<file path="src/rtl/tmr_trg_pkg.sv">
package tmr_trg_pkg;
  localparam int unsigned TMR_NCH = 4;

  typedef enum logic [2:0] {
    MMS_SWCLR   = 3'd0,
    MMS_ENABLE  = 3'd1,
    MMS_UPDATE  = 3'd2,
    MMS_CC1PULS = 3'd3,
    MMS_REF1    = 3'd4,
    MMS_REF2    = 3'd5,
    MMS_REF3    = 3'd6,
    MMS_REF4    = 3'd7
  } mms_e;
endpackage

</file>
<file path="src/rtl/tmr_psc.sv">
module tmr_psc #(
  parameter int unsigned PSC_W = 16
) (
  input  logic             clk,
  input  logic             rst_n,
  input  logic             clr,
  input  logic             en,
  input  logic [PSC_W-1:0] div,
  output logic             tick_o,
  output logic [PSC_W-1:0] phase_o
);
  logic [PSC_W-1:0] ph_q;

  function automatic logic [PSC_W-1:0] phase_next(input logic [PSC_W-1:0] ph,
                                                  input logic [PSC_W-1:0] lim);
    return (ph >= lim) ? '0 : ph + 1'b1;
  endfunction

  assign tick_o  = en && (ph_q >= div);
  assign phase_o = ph_q;

  always_ff @(posedge clk) begin
    if (!rst_n)   ph_q <= '0;
    else if (clr) ph_q <= '0;
    else if (en)  ph_q <= phase_next(ph_q, div);
  end
endmodule

</file>
<file path="src/rtl/tmr_cnt.sv">
module tmr_cnt #(
  parameter int unsigned CNT_W = 16
) (
  input  logic             clk,
  input  logic             rst_n,
  input  logic             clr,
  input  logic             tick,
  input  logic [CNT_W-1:0] arr,
  output logic [CNT_W-1:0] cnt_o,
  output logic [CNT_W-1:0] nxt_o,
  output logic             step_o,
  output logic             upd_o
);
  logic [CNT_W-1:0] cnt_q;
  logic             upd_q;

  function automatic logic [CNT_W-1:0] cnt_next(input logic [CNT_W-1:0] c,
                                                input logic [CNT_W-1:0] top);
    return (c >= top) ? '0 : c + 1'b1;
  endfunction

  assign nxt_o  = cnt_next(cnt_q, arr);
  assign step_o = tick && !clr;
  assign cnt_o  = cnt_q;
  assign upd_o  = upd_q;

  always_ff @(posedge clk) begin
    if (!rst_n || clr) begin
      cnt_q <= '0;
      upd_q <= 1'b0;
    end else if (tick) begin
      cnt_q <= nxt_o;
      upd_q <= (cnt_q >= arr);
    end else begin
      upd_q <= 1'b0;
    end
  end
endmodule

</file>
<file path="src/rtl/tmr_cmp.sv">
module tmr_cmp #(
  parameter int unsigned CNT_W = 16
) (
  input  logic             clk,
  input  logic             rst_n,
  input  logic             step,
  input  logic [CNT_W-1:0] nxt,
  input  logic [CNT_W-1:0] cnt,
  input  logic [CNT_W-1:0] cmp,
  input  logic             flag_clr,
  output logic             hit_o,
  output logic             flag_o,
  output logic             ref_o
);
  logic hit_q, flag_q, hit_now;

  function automatic logic ref_level(input logic [CNT_W-1:0] c,
                                     input logic [CNT_W-1:0] v);
    return c < v;
  endfunction

  assign hit_now = step && (nxt == cmp);
  assign hit_o   = hit_q;
  assign flag_o  = flag_q;
  assign ref_o   = ref_level(cnt, cmp);

  always_ff @(posedge clk) begin
    if (!rst_n) begin
      hit_q  <= 1'b0;
      flag_q <= 1'b0;
    end else begin
      hit_q <= hit_now;
      if (hit_now)       flag_q <= 1'b1;
      else if (flag_clr) flag_q <= 1'b0;
    end
  end
endmodule

</file>
<file path="src/rtl/tmr_trgo_sel.sv">
module tmr_trgo_sel
  import tmr_trg_pkg::*;
(
  input  logic               clk,
  input  logic               rst_n,
  input  logic [2:0]         mms,
  input  logic               ug,
  input  logic               srst,
  input  logic               en_eff,
  input  logic               upd,
  input  logic               cc1_hit,
  input  logic [TMR_NCH-1:0] refs,
  output logic               trgo_o
);
  logic srst_d;

  always_ff @(posedge clk) begin
    if (!rst_n) srst_d <= 1'b0;
    else        srst_d <= srst;
  end

  always_comb begin
    unique case (mms_e'(mms))
      MMS_SWCLR:   trgo_o = ug | srst_d;
      MMS_ENABLE:  trgo_o = en_eff;
      MMS_UPDATE:  trgo_o = upd;
      MMS_CC1PULS: trgo_o = cc1_hit;
      MMS_REF1:    trgo_o = refs[0];
      MMS_REF2:    trgo_o = refs[1];
      MMS_REF3:    trgo_o = refs[2];
      MMS_REF4:    trgo_o = refs[3];
      default:     trgo_o = 1'b0;
    endcase
  end
endmodule

</file>
<file path="src/rtl/chain_timer.sv">
module chain_timer
  import tmr_trg_pkg::*;
#(
  parameter int unsigned CNT_W = 16,
  parameter int unsigned PSC_W = 16
) (
  input  logic                     clk,
  input  logic                     rst_n,
  input  logic                     cnt_en_i,
  input  logic                     gate_mode_i,
  input  logic                     gate_i,
  input  logic                     ug_i,
  input  logic                     slave_rst_i,
  input  logic [2:0]               mms_i,
  input  logic [PSC_W-1:0]         psc_i,
  input  logic [CNT_W-1:0]         arr_i,
  input  logic [TMR_NCH*CNT_W-1:0] cmp_i,
  input  logic [TMR_NCH-1:0]       cc_clr_i,
  output logic                     trgo_o,
  output logic                     upd_o,
  output logic [TMR_NCH-1:0]       cc_flag_o,
  output logic [TMR_NCH-1:0]       ocref_o
);
  logic               en_eff, clr, tick, step;
  logic [PSC_W-1:0]   psc_ph;
  logic [CNT_W-1:0]   cnt_q, cnt_nxt;
  logic [TMR_NCH-1:0] hit;

  assign en_eff = cnt_en_i | (gate_mode_i & gate_i);
  assign clr    = ug_i | slave_rst_i;

  tmr_psc #(.PSC_W(PSC_W)) u_psc (
    .clk(clk), .rst_n(rst_n), .clr(clr), .en(en_eff), .div(psc_i),
    .tick_o(tick), .phase_o(psc_ph)
  );

  tmr_cnt #(.CNT_W(CNT_W)) u_cnt (
    .clk(clk), .rst_n(rst_n), .clr(clr), .tick(tick), .arr(arr_i),
    .cnt_o(cnt_q), .nxt_o(cnt_nxt), .step_o(step), .upd_o(upd_o)
  );

  for (genvar g = 0; g < TMR_NCH; g++) begin : g_ch
    tmr_cmp #(.CNT_W(CNT_W)) u_cmp (
      .clk(clk), .rst_n(rst_n), .step(step), .nxt(cnt_nxt), .cnt(cnt_q),
      .cmp(cmp_i[g*CNT_W +: CNT_W]), .flag_clr(cc_clr_i[g]),
      .hit_o(hit[g]), .flag_o(cc_flag_o[g]), .ref_o(ocref_o[g])
    );
  end

  tmr_trgo_sel u_sel (
    .clk(clk), .rst_n(rst_n), .mms(mms_i), .ug(ug_i), .srst(slave_rst_i),
    .en_eff(en_eff), .upd(upd_o), .cc1_hit(hit[0]), .refs(ocref_o),
    .trgo_o(trgo_o)
  );
endmodule

</file>
<file path="config.mk">
export PLATFORM = sky130hd
export DESIGN_NAME = chain_timer
export DESIGN_NICKNAME = d
export VERILOG_FILES = /design/src/rtl/tmr_trg_pkg.sv /design/src/rtl/tmr_psc.sv /design/src/rtl/tmr_cnt.sv /design/src/rtl/tmr_cmp.sv /design/src/rtl/tmr_trgo_sel.sv /design/src/rtl/chain_timer.sv
export SDC_FILE = /design/constraint.sdc
export NUM_CORES = 1
export LEC_CHECK = 0
export BUFFER_PORTS_ARGS = -buffer_cell sky130_fd_sc_hd__buf_2
export CAP_MARGIN = 10
export CORE_MARGIN = 3
export CORE_UTILIZATION = 32
export CTS_CLUSTER_DIAMETER = 100
export CTS_CLUSTER_SIZE = 14
export DETAILED_ROUTE_END_ITERATION = 10
export GPL_TIMING_DRIVEN = 1
export HOLD_SLACK_MARGIN = 0.12
export PLACE_DENSITY = 0.51
export SLEW_MARGIN = 20
export SYNTH_ARGS = -nofsm -noshare
export SYNTH_HDL_FRONTEND = slang
export SYNTH_SLANG_ARGS = --single-unit
</file>
<file path="constraint.sdc">
create_clock -name clk -period 3.5 [get_ports clk]
set_input_delay 0.7 -clock clk [delete_from_list [all_inputs] [get_ports clk]]
set_output_delay 0.7 -clock clk [all_outputs]
set_load 0.05 [all_outputs]
</file>
# [Word level (Yosys, flattened, before mapping)]
# Index checks and enable logic that the tools add are counted.
[classes] addsub=2 magnitude_cmp=6 n_eq_ne=11 n_mux=11 n_bitwise=6 n_reduce_logical=16
[op_table] cell="16-bit equality test" count=4
[op_table] cell="16-bit less-than comparator" count=4
[op_table] cell="16-bit by 1-bit adder with 16-bit output (second input constant)" count=2
[op_table] cell="16-bit greater-or-equal comparator" count=2
[op_table] cell="16-bit 2-to-1 mux" count=2
[op_table] cell="3-bit equality test (second input constant)" count=4
[op_table] cell="1-bit 2-to-1 mux" count=8
[op_table] cell="1-bit one-hot mux with 8 select lines" count=1
[op_table] cell="2-bit nonzero test" count=4
[op_table] cell="3-bit by 2-bit equality test with 1-bit output (second input constant)" count=2
[op_table] cell="1-bit logical AND" count=6
[op_table] cell="2-bit OR reduction" count=2
[op_table] cell="3-bit by 1-bit equality test with 1-bit output (second input constant)" count=1
[op_table] cell="3-bit zero test" count=1
[op_table] cell="1-bit OR" count=3
[op_table] cell="1-bit zero test" count=2
[op_table] cell="1-bit inverter" count=2
[op_table] cell="1-bit AND" count=1
[op_table] cell="1-bit logical OR" count=1
[totals] register_bits=39 input_bits=110 out_inout_bits=10 wordCells=61

# [Logic depth before layout (Yosys ltp)]
# Gate-level depths: netlist of the first run.
[logic_depth] ltp_word=6 ltp_mapped=14 ltp_nobuf=10

# [By module]
# From an unflattened synthesis of the first run, not the netlist that was laid out.
[unflattened] cells_unflattened=680 hier_area_um2=5253.8
[by_module_without_submodules] mod="tmr_cmp" instances=4 cells_per_inst=81 area_each_um2=611.8
[by_module_without_submodules] mod="tmr_cnt" instances=1 cells_per_inst=204 area_each_um2=1547.7
[by_module_without_submodules] mod="tmr_psc" instances=1 cells_per_inst=141 area_each_um2=1152.4
[by_module_without_submodules] mod="tmr_trgo_sel" instances=1 cells_per_inst=9 area_each_um2=92.6
[by_module_without_submodules] mod="chain_timer" instances=1 cells_per_inst=2 area_each_um2=13.8

# [Worst setup path before layout of the first run]
# Ideal clock, no wire load.
[synth_path] path_kind="input port to output port" startpoint="input cmp_i[17]" endpoint="output trgo_o" arrival_ns=2.640 required_ns=2.800 path_slack_ns=0.160 cell_stages=9 path_buffers=0 path_cell_list="inv_1 ha_1 a21o_1 a21oi_1 o21ai_0 a2111o_1 a2111oi_0 o21ai_0 nand4_1"
[synth_via] elab_chain_len=2
[synth_rtl] item="start, declared" line_no="chain_timer.sv:17" text="input logic [TMR_NCH*CNT_W-1:0] cmp_i,"
[synth_rtl] item="16-bit less-than comparator" line_no="tmr_cmp.sv:19" text="return c < v;"
[synth_rtl] item="1-bit one-hot mux with 8 select lines" line_no="tmr_trgo_sel.sv:23" text="unique case (mms_e'(mms))"
[synth_rtl] item="end, declared" line_no="chain_timer.sv:19" text="output logic trgo_o,"
# Every way passes these cells.

# [Final worst setup path of the first run]
# Ends and elaborated chain as after synthesis.

==> results.md, run 1 <==
Outcome:
- The flow ran to the end, and the final reports show no timing, DRC or antenna violations.

Floorplanning:
- The floorplan step defined a die boundary enclosing 20200 um^2.
- The number of rows created at floorplan is 49.
- The area of the core is 18100 um^2.
- In this run the count of I/O pins placed on the die edge is 120.
- In this run the horizontal extent of the chip is 142 um.
- The die height is 142 um.
- Once the floorplan was initialized, standard cells occupied 32.8% of the core.

Global route:
- For this run the aggregate overflow at the end of global routing stands at 0.
- The number of global-route vias before repair is 6380.
- The first global-routing pass estimated 36.0 mm of wire.
- The initial antenna violation count is 0.
- Entering global routing, the biggest net connects 31 pins.
- For this run, the total global-route usage over all layers was measured as 23.1%.

CTS:
- The source-to-sink clock delay at the later pin of the worst-skew pair is 0.31 ns.
- Buffers inserted during clock tree synthesis total 5.
- The H-tree was split into 2 levels.
- The root buffer cell is sky130_fd_sc_hd__clkbuf_16.
- Clock-pin slew was measured on the worst setup and hold paths at 0.06 ns.
- TritonCTS built the clock tree.
- The worst-case clock buffer depth is 2.
- For this design, the sink count on the clock tree is 39.

Timing:
- Clock skew on the completed layout was measured at 0.0151 ns.
- Headroom to the max-slew limit came out at 47.3%.
- The final hold violation count was 0.
- The minimum clock period is 3.50 ns.
- Based on the critical path, the design can be clocked at up to 286 MHz.
- Setup repair after global routing could not meet its margin everywhere.
- The ratio of final minimum period to clock period is 99.9%.
- Setup slack on the critical path of the routed design comes to 0.00254 ns.
- The number of endpoints failing setup at the final stage is 0.
- On the final layout, the worst hold slack is 0.471 ns.
- The count of final max-slew check failures is 0.
- At the pin with the least slew margin, the transition time is 0.785 ns.

Critical path:
- STA classifies the critical path endpoint as an output pin.
- The peak fanout along the critical path is 2.
- The required time reported for the critical path endpoint is 2.80 ns.
- STA puts the critical path data arrival time at 2.80 ns.
- By startpoint and endpoint, the worst setup path is classified as input port to output pin.
- The type of element launching the critical path is an input port.

Logic synthesis:
- The average footprint of a synthesized cell is 7.39 um^2.
- Counting every net in the synthesized netlist gives 1008.
- After synthesis, the netlist uses 70 different library cells.
- By instance count, the leading cell after synthesis is sky130_fd_sc_hd__inv_1.
- By count the netlist is led by sky130_fd_sc_hd__inv_1, sky130_fd_sc_hd__ha_1, sky130_fd_sc_hd__nor2_1.
- The cell area that synthesis handed to floorplanning was 5940 um^2.
- The synthesized instance count is 804.
- The synthesized design contains 0 enable-type register cells.
- Sorting the synthesized cells by area gives the leading types as sky130_fd_sc_hd__ha_1, sky130_fd_sc_hd__dfxtp_1, sky130_fd_sc_hd__inv_1.
- The synthesized design spends more area on one cell type than any other, namely sky130_fd_sc_hd__ha_1.
- After synthesis the netlist holds a flip-flop and latch count of 39.
- The share of synthesized area occupied by flip-flops and latches is 13.1%.
- After synthesis, the largest area contributor takes up 19.8% of total cell area.
- During synthesis, Yosys emitted a total of 0 warnings.
- The proportion of synthesized flip-flops having asynchronous set or reset is 0%.
- The predominant post-synthesis flop cell is sky130_fd_sc_hd__dfxtp_1.

Cells and area:
- The share of layout cells above drive strength 1 is 29.5%.
- The area added between synthesis and finish is 34.4%.
- The antenna diode count is 0.
- The final layout net count is 1218.
- The final standard cell count with taps included and fillers excluded is 1244.
- With fillers left out, the area of the finished cells amounts to 7980 um^2.

Drt:
- The detailed-routing iteration count for the pre-antenna-repair pass is 5.
- The detail route stage leaves a number of antenna-violating nets equal to 0.
- The routed layout has 6803 vias.
- The first routing iteration left 626 violations.
- After detailed routing, the average wire length per cell comes to 19.2 um.
- After detailed routing, the number of remaining DRC violations is 0.
- The total wire length is 23.8 mm.
- The number of vias per cell is 5.47.

Placed design:
- Buffers placed on the I/O ports in this run total 119.
- Once placement finished, the instance area stood at 7530 um^2.
- After legalization and detailed placement, the total HPWL measured 19.6 mm.
- Routability-driven placement finished with a final weighted congestion of 0.937.
- The post-placement worst setup slack is -0.301 ns.
- Including well taps, the total number of placed cells is 1231.

Pwr:
- The leakage dissipation is 0.00401 uW.
- Dividing total power by cell area gives a power density of 169 nW/um^2.
- The maximum vdd drop is 0.000253 V.
- Summing internal, switching and leakage power gives 1350 uW.

Flow run:
- The tool flagged a number of max-cap violations equal to 0.

Worst hold path:
- The path category of the worst min-delay check is flip-flop to flip-flop.
-- worst max-delay path: stages --
cell,delay (ns)
sky130_fd_sc_hd__buf_8,0.10
sky130_fd_sc_hd__inv_4,0.05
sky130_fd_sc_hd__ha_4,0.18
sky130_fd_sc_hd__a21o_1,0.18
sky130_fd_sc_hd__a21oi_2,0.13
sky130_fd_sc_hd__o21ai_1,0.07
sky130_fd_sc_hd__a2111o_1,0.50
sky130_fd_sc_hd__a2111oi_2,0.38
sky130_fd_sc_hd__buf_4,0.17
sky130_fd_sc_hd__o21ai_2,0.05
sky130_fd_sc_hd__nand4_1,0.12
sky130_fd_sc_hd__buf_6,0.17
-- routing by layer --
layer	global-route usage, %	vias up	share of wire (%)
met5	0	-	0
met4	4.14	0	1.0
met3	2.96	18	6.6
met2	37.8	246	46
met1	32.8	3148	47
li1	-	3391	-
-- cells in the final DEF, fill, tap and decap left out, drive strengths merged, types with 22 or more instances in the layout --
cell type and instances:
a21oi 53, buf 241, dfxtp 39, ha 94
inv 107, nand2 45, nand4 29, nor2 57
nor3 22, nor4 27, o21ai 41, xnor2 30
-- worst paths after layout --
path                                      from                           endpoint  slack, ns  cells after the start
max                                  cmp_i[17]                             trgo_o      0.003                     12
min          g_ch[2].u_cmp.flag_o$_SDFFE_PN0P_  g_ch[2].u_cmp.flag_o$_SDFFE_PN0P_       0.47                      2
max reg2reg        u_cnt.cnt_o[0]$_SDFFE_PP0P_  g_ch[2].u_cmp.flag_o$_SDFFE_PN0P_       0.13                     15
min reg2reg  g_ch[2].u_cmp.flag_o$_SDFFE_PN0P_  g_ch[2].u_cmp.flag_o$_SDFFE_PN0P_       0.47                      2
-- flip-flops by register name, summed over array words and instances, names as in the netlist --
signal             cells
u_cnt.cnt_o           16
u_psc.phase_o         16
g_ch.u_cmp.flag_o      4
u_cnt.upd_o            1
u_sel.srst_d           1
g_ch.u_cmp.hit_o       1
-- cell type report --
cell class / count / area [um^2]
timing repair buffer: 242 / 1590
inverter: 107 / 404
clock inverter: 3 / 43.8
sequential: 39 / 793
fill: 1878 / 10100
multi-input combinational: 619 / 4740
tap: 229 / 287
clock buffer: 5 / 125
-- power by group --
group | internal [uW] | switching (uW) | total [uW]
Combinational | 158 | 174 | 332
Sequential | 442 | 0.847 | 443
Clock | 338 | 234 | 572
Total | 937 | 409 | 1350
-- cell families after synthesis --
group | synth area share [%]
buf+inv | 10.2
xor+xnor | 8.30
mux | 0.190
simple gates | 22.9
flops | 13.1
compound gates | 25.4
fa+ha+maj | 19.8
-- through the flow --
step	TNS, ns	util (%)
global placement	-1.21	41.7
floorplan	0	-
finish	0	44.1
detailed placement	-1.35	41.7
global route	-0.0912	44.1
CTS	0	43.4
-- timing repair --
item / 4_1_cts / 5_1_grt
resized for setup: 31 / 24
setup buffers: 4 / 2
hold buffers: 0 / 0
setup endpoints to repair: 2 / 7
pin swaps: 16 / 17
Power figures use the tool's default switching activity.
==> run 2: changes to the inputs <==
--- a/config.mk
+++ b/config.mk
@@ -5,16 +5,16 @@
 export SDC_FILE = /design/constraint.sdc
 export NUM_CORES = 1
 export LEC_CHECK = 0
-export BUFFER_PORTS_ARGS = -buffer_cell sky130_fd_sc_hd__buf_2
+export BUFFER_PORTS_ARGS = -buffer_cell sky130_fd_sc_hd__buf_4
 export CAP_MARGIN = 10
 export CORE_MARGIN = 3
-export CORE_UTILIZATION = 32
+export CORE_UTILIZATION = 39
 export CTS_CLUSTER_DIAMETER = 100
 export CTS_CLUSTER_SIZE = 14
 export DETAILED_ROUTE_END_ITERATION = 10
 export GPL_TIMING_DRIVEN = 1
 export HOLD_SLACK_MARGIN = 0.12
-export PLACE_DENSITY = 0.51
+export PLACE_DENSITY = 0.6
 export SLEW_MARGIN = 20
 export SYNTH_ARGS = -nofsm -noshare
 export SYNTH_HDL_FRONTEND = slang
==> run 2 against run 1 <==
Effect of this change: count of clock-buffer cells in the layout is the same; cell count shrank 8.0%; clock skew shrank 0.0083 ns; register-to-register slack gained 0.04 ns; critical path depth shrank 1; global-route usage grew 3.0 points; highest routed layer unchanged; non-clock buffer count shrank 55; cell area shrank 2.1%; the flow now finishes with violations (setup timing).
==> results.md, run 2 (same netlist as run 1, synthesis figures left out) <==
Outcome:
- The run finished, with violations left.
- The final reports fail on setup timing.

Timing:
- The transition time at the pin with the least slew margin is 0.792 ns.
- The count of final max-slew check failures came to 0.
- The worst pin sits at a relative slew slack of 47.0%.
- Subtracting the final worst setup slack from the clock period gives 3.53 ns.
- The final hold violation count was 0.
- Once routing completed, OpenROAD measured the worst setup slack at -0.0304 ns.
- Setup violations remaining at the end of the flow were counted as 1.
- After layout, the worst path uses 101% of the clock period.
- The peak clock frequency supported by timing is 283 MHz.
- Setup repair after global routing could not meet its margin everywhere.
- For the final routed database, the setup TNS stands at -0.0304 ns.
- Between clock sinks in the finished design, the worst skew comes to 0.00680 ns.

Drt:
- The routed layout has 6670 vias.
- The total wire length is 22.5 mm.
- The number of remaining DRC errors is 0.
- The first-iteration detailed-routing DRC count is 582.
- Using the TritonRoute via totals, the vias-per-cell ratio works out to 5.83.
- Once detail routing completed, the nets flagged for antenna violations numbered 0.
- The detailed-routing iteration count for the pre-antenna-repair pass is 7.
- After detailed routing, the average wire length per cell comes to 19.7 um.

Global route:
- Entering global routing, the biggest net connects 31 pins.
- The number of global-route vias before repair is 6143.
- The initial antenna violation count is 0.
- The first global-routing pass estimated 33.6 mm of wire.
- The total grt overflow is 0.
- The global-route usage over all layers is 26.1%.

Critical path:
- The count of buffering cells on the critical path with inverters included is 3.
- The type of element launching the critical path is an input port.
- The cell class contributing the biggest share of worst-path delay is compound AO/OA/AOI/OAI gates.
- The critical path is of the input port to output pin type.
- Counting buffers and inverters, the worst setup path is 11 cells deep.
- In this design, the stage delay of the slowest critical-path cell is 0.44 ns.
- The library cell contributing the largest single delay on the critical path is sky130_fd_sc_hd__a221o_1.
- In this run the worst path has a maximum fanout of 2.
- The nature of the critical path endpoint is an output pin.
- Data on the critical path is required at its endpoint by 2.80 ns.
- The cell count of the worst reg-to-reg path is 12.
- For the worst setup path, the data arrival time is 2.83 ns.
- The signal on the critical path passes through buf_8 -> inv_4 -> ha_4 -> a21o_1 -> a211oi_2 -> o211ai_1 -> a221o_1 -> o41ai_2 -> o41ai_1 -> nand4_1 -> buf_6.

Pwr:
- Per report_power, the combinational group accounts for 25.5% of the total.
- In this run the power spent charging and discharging nets is 391 uW.
- IR analysis of the VDD net gives a maximum drop of 0.000157 V.
- Power spread over the standard cell area amounts to 172 nW/um^2.
- Internal power comes to 954 uW.
- Net switching is 29.1% of the power.
- The clock share of power is 41.6%.
- The part of the total power dissipated in sequential elements is 32.9%.
- The analysis attributes to cell leakage a power of 0.00381 uW.

Cells and area:
- After the last flow step, the layout net total stands at 1163.
- At the end of the flow the core is filled with cells to 53.1%.
- The library cell used most frequently in the layout, excluding fill and tap cells, is sky130_fd_sc_hd__buf_4.
- The number of antenna diodes in the final layout is 0.
- After routing the design area is 7810 um^2.
- The register area is 797 um^2.
- The combined area of the multi-input logic cells is 4770 um^2.
- In the final layout, the share of cells above drive strength 1 is 26.4%.
- The area added between synthesis and finish is 31.5%.
- In the layout the commonest cells are sky130_fd_sc_hd__buf_4, sky130_fd_sc_hd__inv_1, sky130_fd_sc_hd__ha_1.
- Counting the fill cells in the layout gives 1468.

CTS:
- The root buffer cell is sky130_fd_sc_hd__clkbuf_16.
- After clock tree synthesis, the clock-pin slew on the worst setup and hold paths is 0.07 ns.
- The clock passes through at most 2 buffers.
- The number of hold buffers added after CTS was 0.
- The source-to-sink clock delay at the later pin of the worst-skew pair is 0.30 ns.
- The number of clock buffers added by TritonCTS is 5.
- The CTS tree is done.
- The level count of the clock H-tree is 2.
- The number of clock sinks is 39.

Floorplanning:
- The count of boundary I/O pins is 120.
- The die height is 129 um.
- The core region is 14700 um^2.
- The floorplan has 44 rows.
- The die extent in x is 129 um.
- The starting density of the core is 40.4%.
- The die footprint is 16700 um^2.

Worst hold path:
- The number of stages on the worst hold path is 2.
- The min-delay analysis places its worst path in the category flip-flop to flip-flop.

Placed design:
- The post-placement worst setup slack is -0.355 ns.
- The placed instances occupy a cell area of 7360 um^2.
- The half-perimeter wire length after detailed placement is 18.3 mm.
- The weighted congestion reported at the end of routability-driven placement is 0.963.
- The number of I/O port buffers is 119.

Flow run:
- The count of maximum capacitance violations is 0.
==> run 2: cell count changes in the layout (fill, tap and decap cells not counted), moves of 3 or more <==
cell / delta
sky130_fd_sc_hd__xnor2_2: +3
sky130_fd_sc_hd__dfxtp_1: -3
sky130_fd_sc_hd__dfxtp_2: +3
sky130_fd_sc_hd__buf_2: -114
sky130_fd_sc_hd__buf_4: +63
sky130_fd_sc_hd__xnor2_1: -3
sky130_fd_sc_hd__buf_6: -3
==> run 2: worst min-delay path: stages (launching register included) <==
cell and delay [ns]:
sky130_fd_sc_hd__dfxtp_1 0.31, sky130_fd_sc_hd__nand3b_1 0.08, sky130_fd_sc_hd__nand2_1 0.04
==> run 2: power by group through the flow <==
| stage | Clock, uW | Sequential [uW] | Combinational (uW) |
|---|---|---|---|
| after floorplan | 0 | 455 | 136 |
| after detailed placement | 0 | 456 | 320 |
| after CTS | 568 | 445 | 326 |
| after global placement | 0 | 456 | 320 |
| final | 559 | 443 | 342 |
| after global routing | 585 | 443 | 376 |
==> run 2: through the flow <==
stage	instances	total power [uW]	hold WS [ns]
5_1_grt	1144	1400	0.503
3_5_place_dp	1134	776	0.466
2_1_floorplan	804	591	0.445
6_report	1144	1340	0.477
3_3_place_gp	1134	776	0.464
4_1_cts	1142	1340	0.478
==> run 2: area by class of cell <==
cell class,count,area share [%]
flip-flops and latches,39,10.2
clock inverters,3,0.561
multi-input cells,619,61.1
clock buffers,5,1.60
repair buffers,187,18.4
inverters,107,5.17
well taps,184,2.95
==> run 2: routing by layer <==
metal	share of wire (%)	global-route usage [%]	vias up
li1	-	-	3282
met1	45	35.8	3050
met2	45	42.2	294
met3	7.6	3.87	44
met4	2.7	8.40	0
met5	0	0	-
==> run 2: final timing paths <==
check / from / end / slack (ns)
worst max register to register: u_cnt.cnt_o[0]$_SDFFE_PP0P_ / g_ch[0].u_cmp.flag_o$_SDFFE_PN0P_ / 0.17
worst min register to register: g_ch[2].u_cmp.flag_o$_SDFFE_PN0P_ / g_ch[2].u_cmp.flag_o$_SDFFE_PN0P_ / 0.48
worst max-delay path: cmp_i[5] / trgo_o / -0.03
worst min-delay path: g_ch[2].u_cmp.flag_o$_SDFFE_PN0P_ / g_ch[2].u_cmp.flag_o$_SDFFE_PN0P_ / 0.48
==> run 2: repair_timing <==
item	4_1_cts	5_1_grt
resized for setup	11	51
pin swaps	2	30
endpoints found under the setup margin	3	5
buffers inserted	0	3
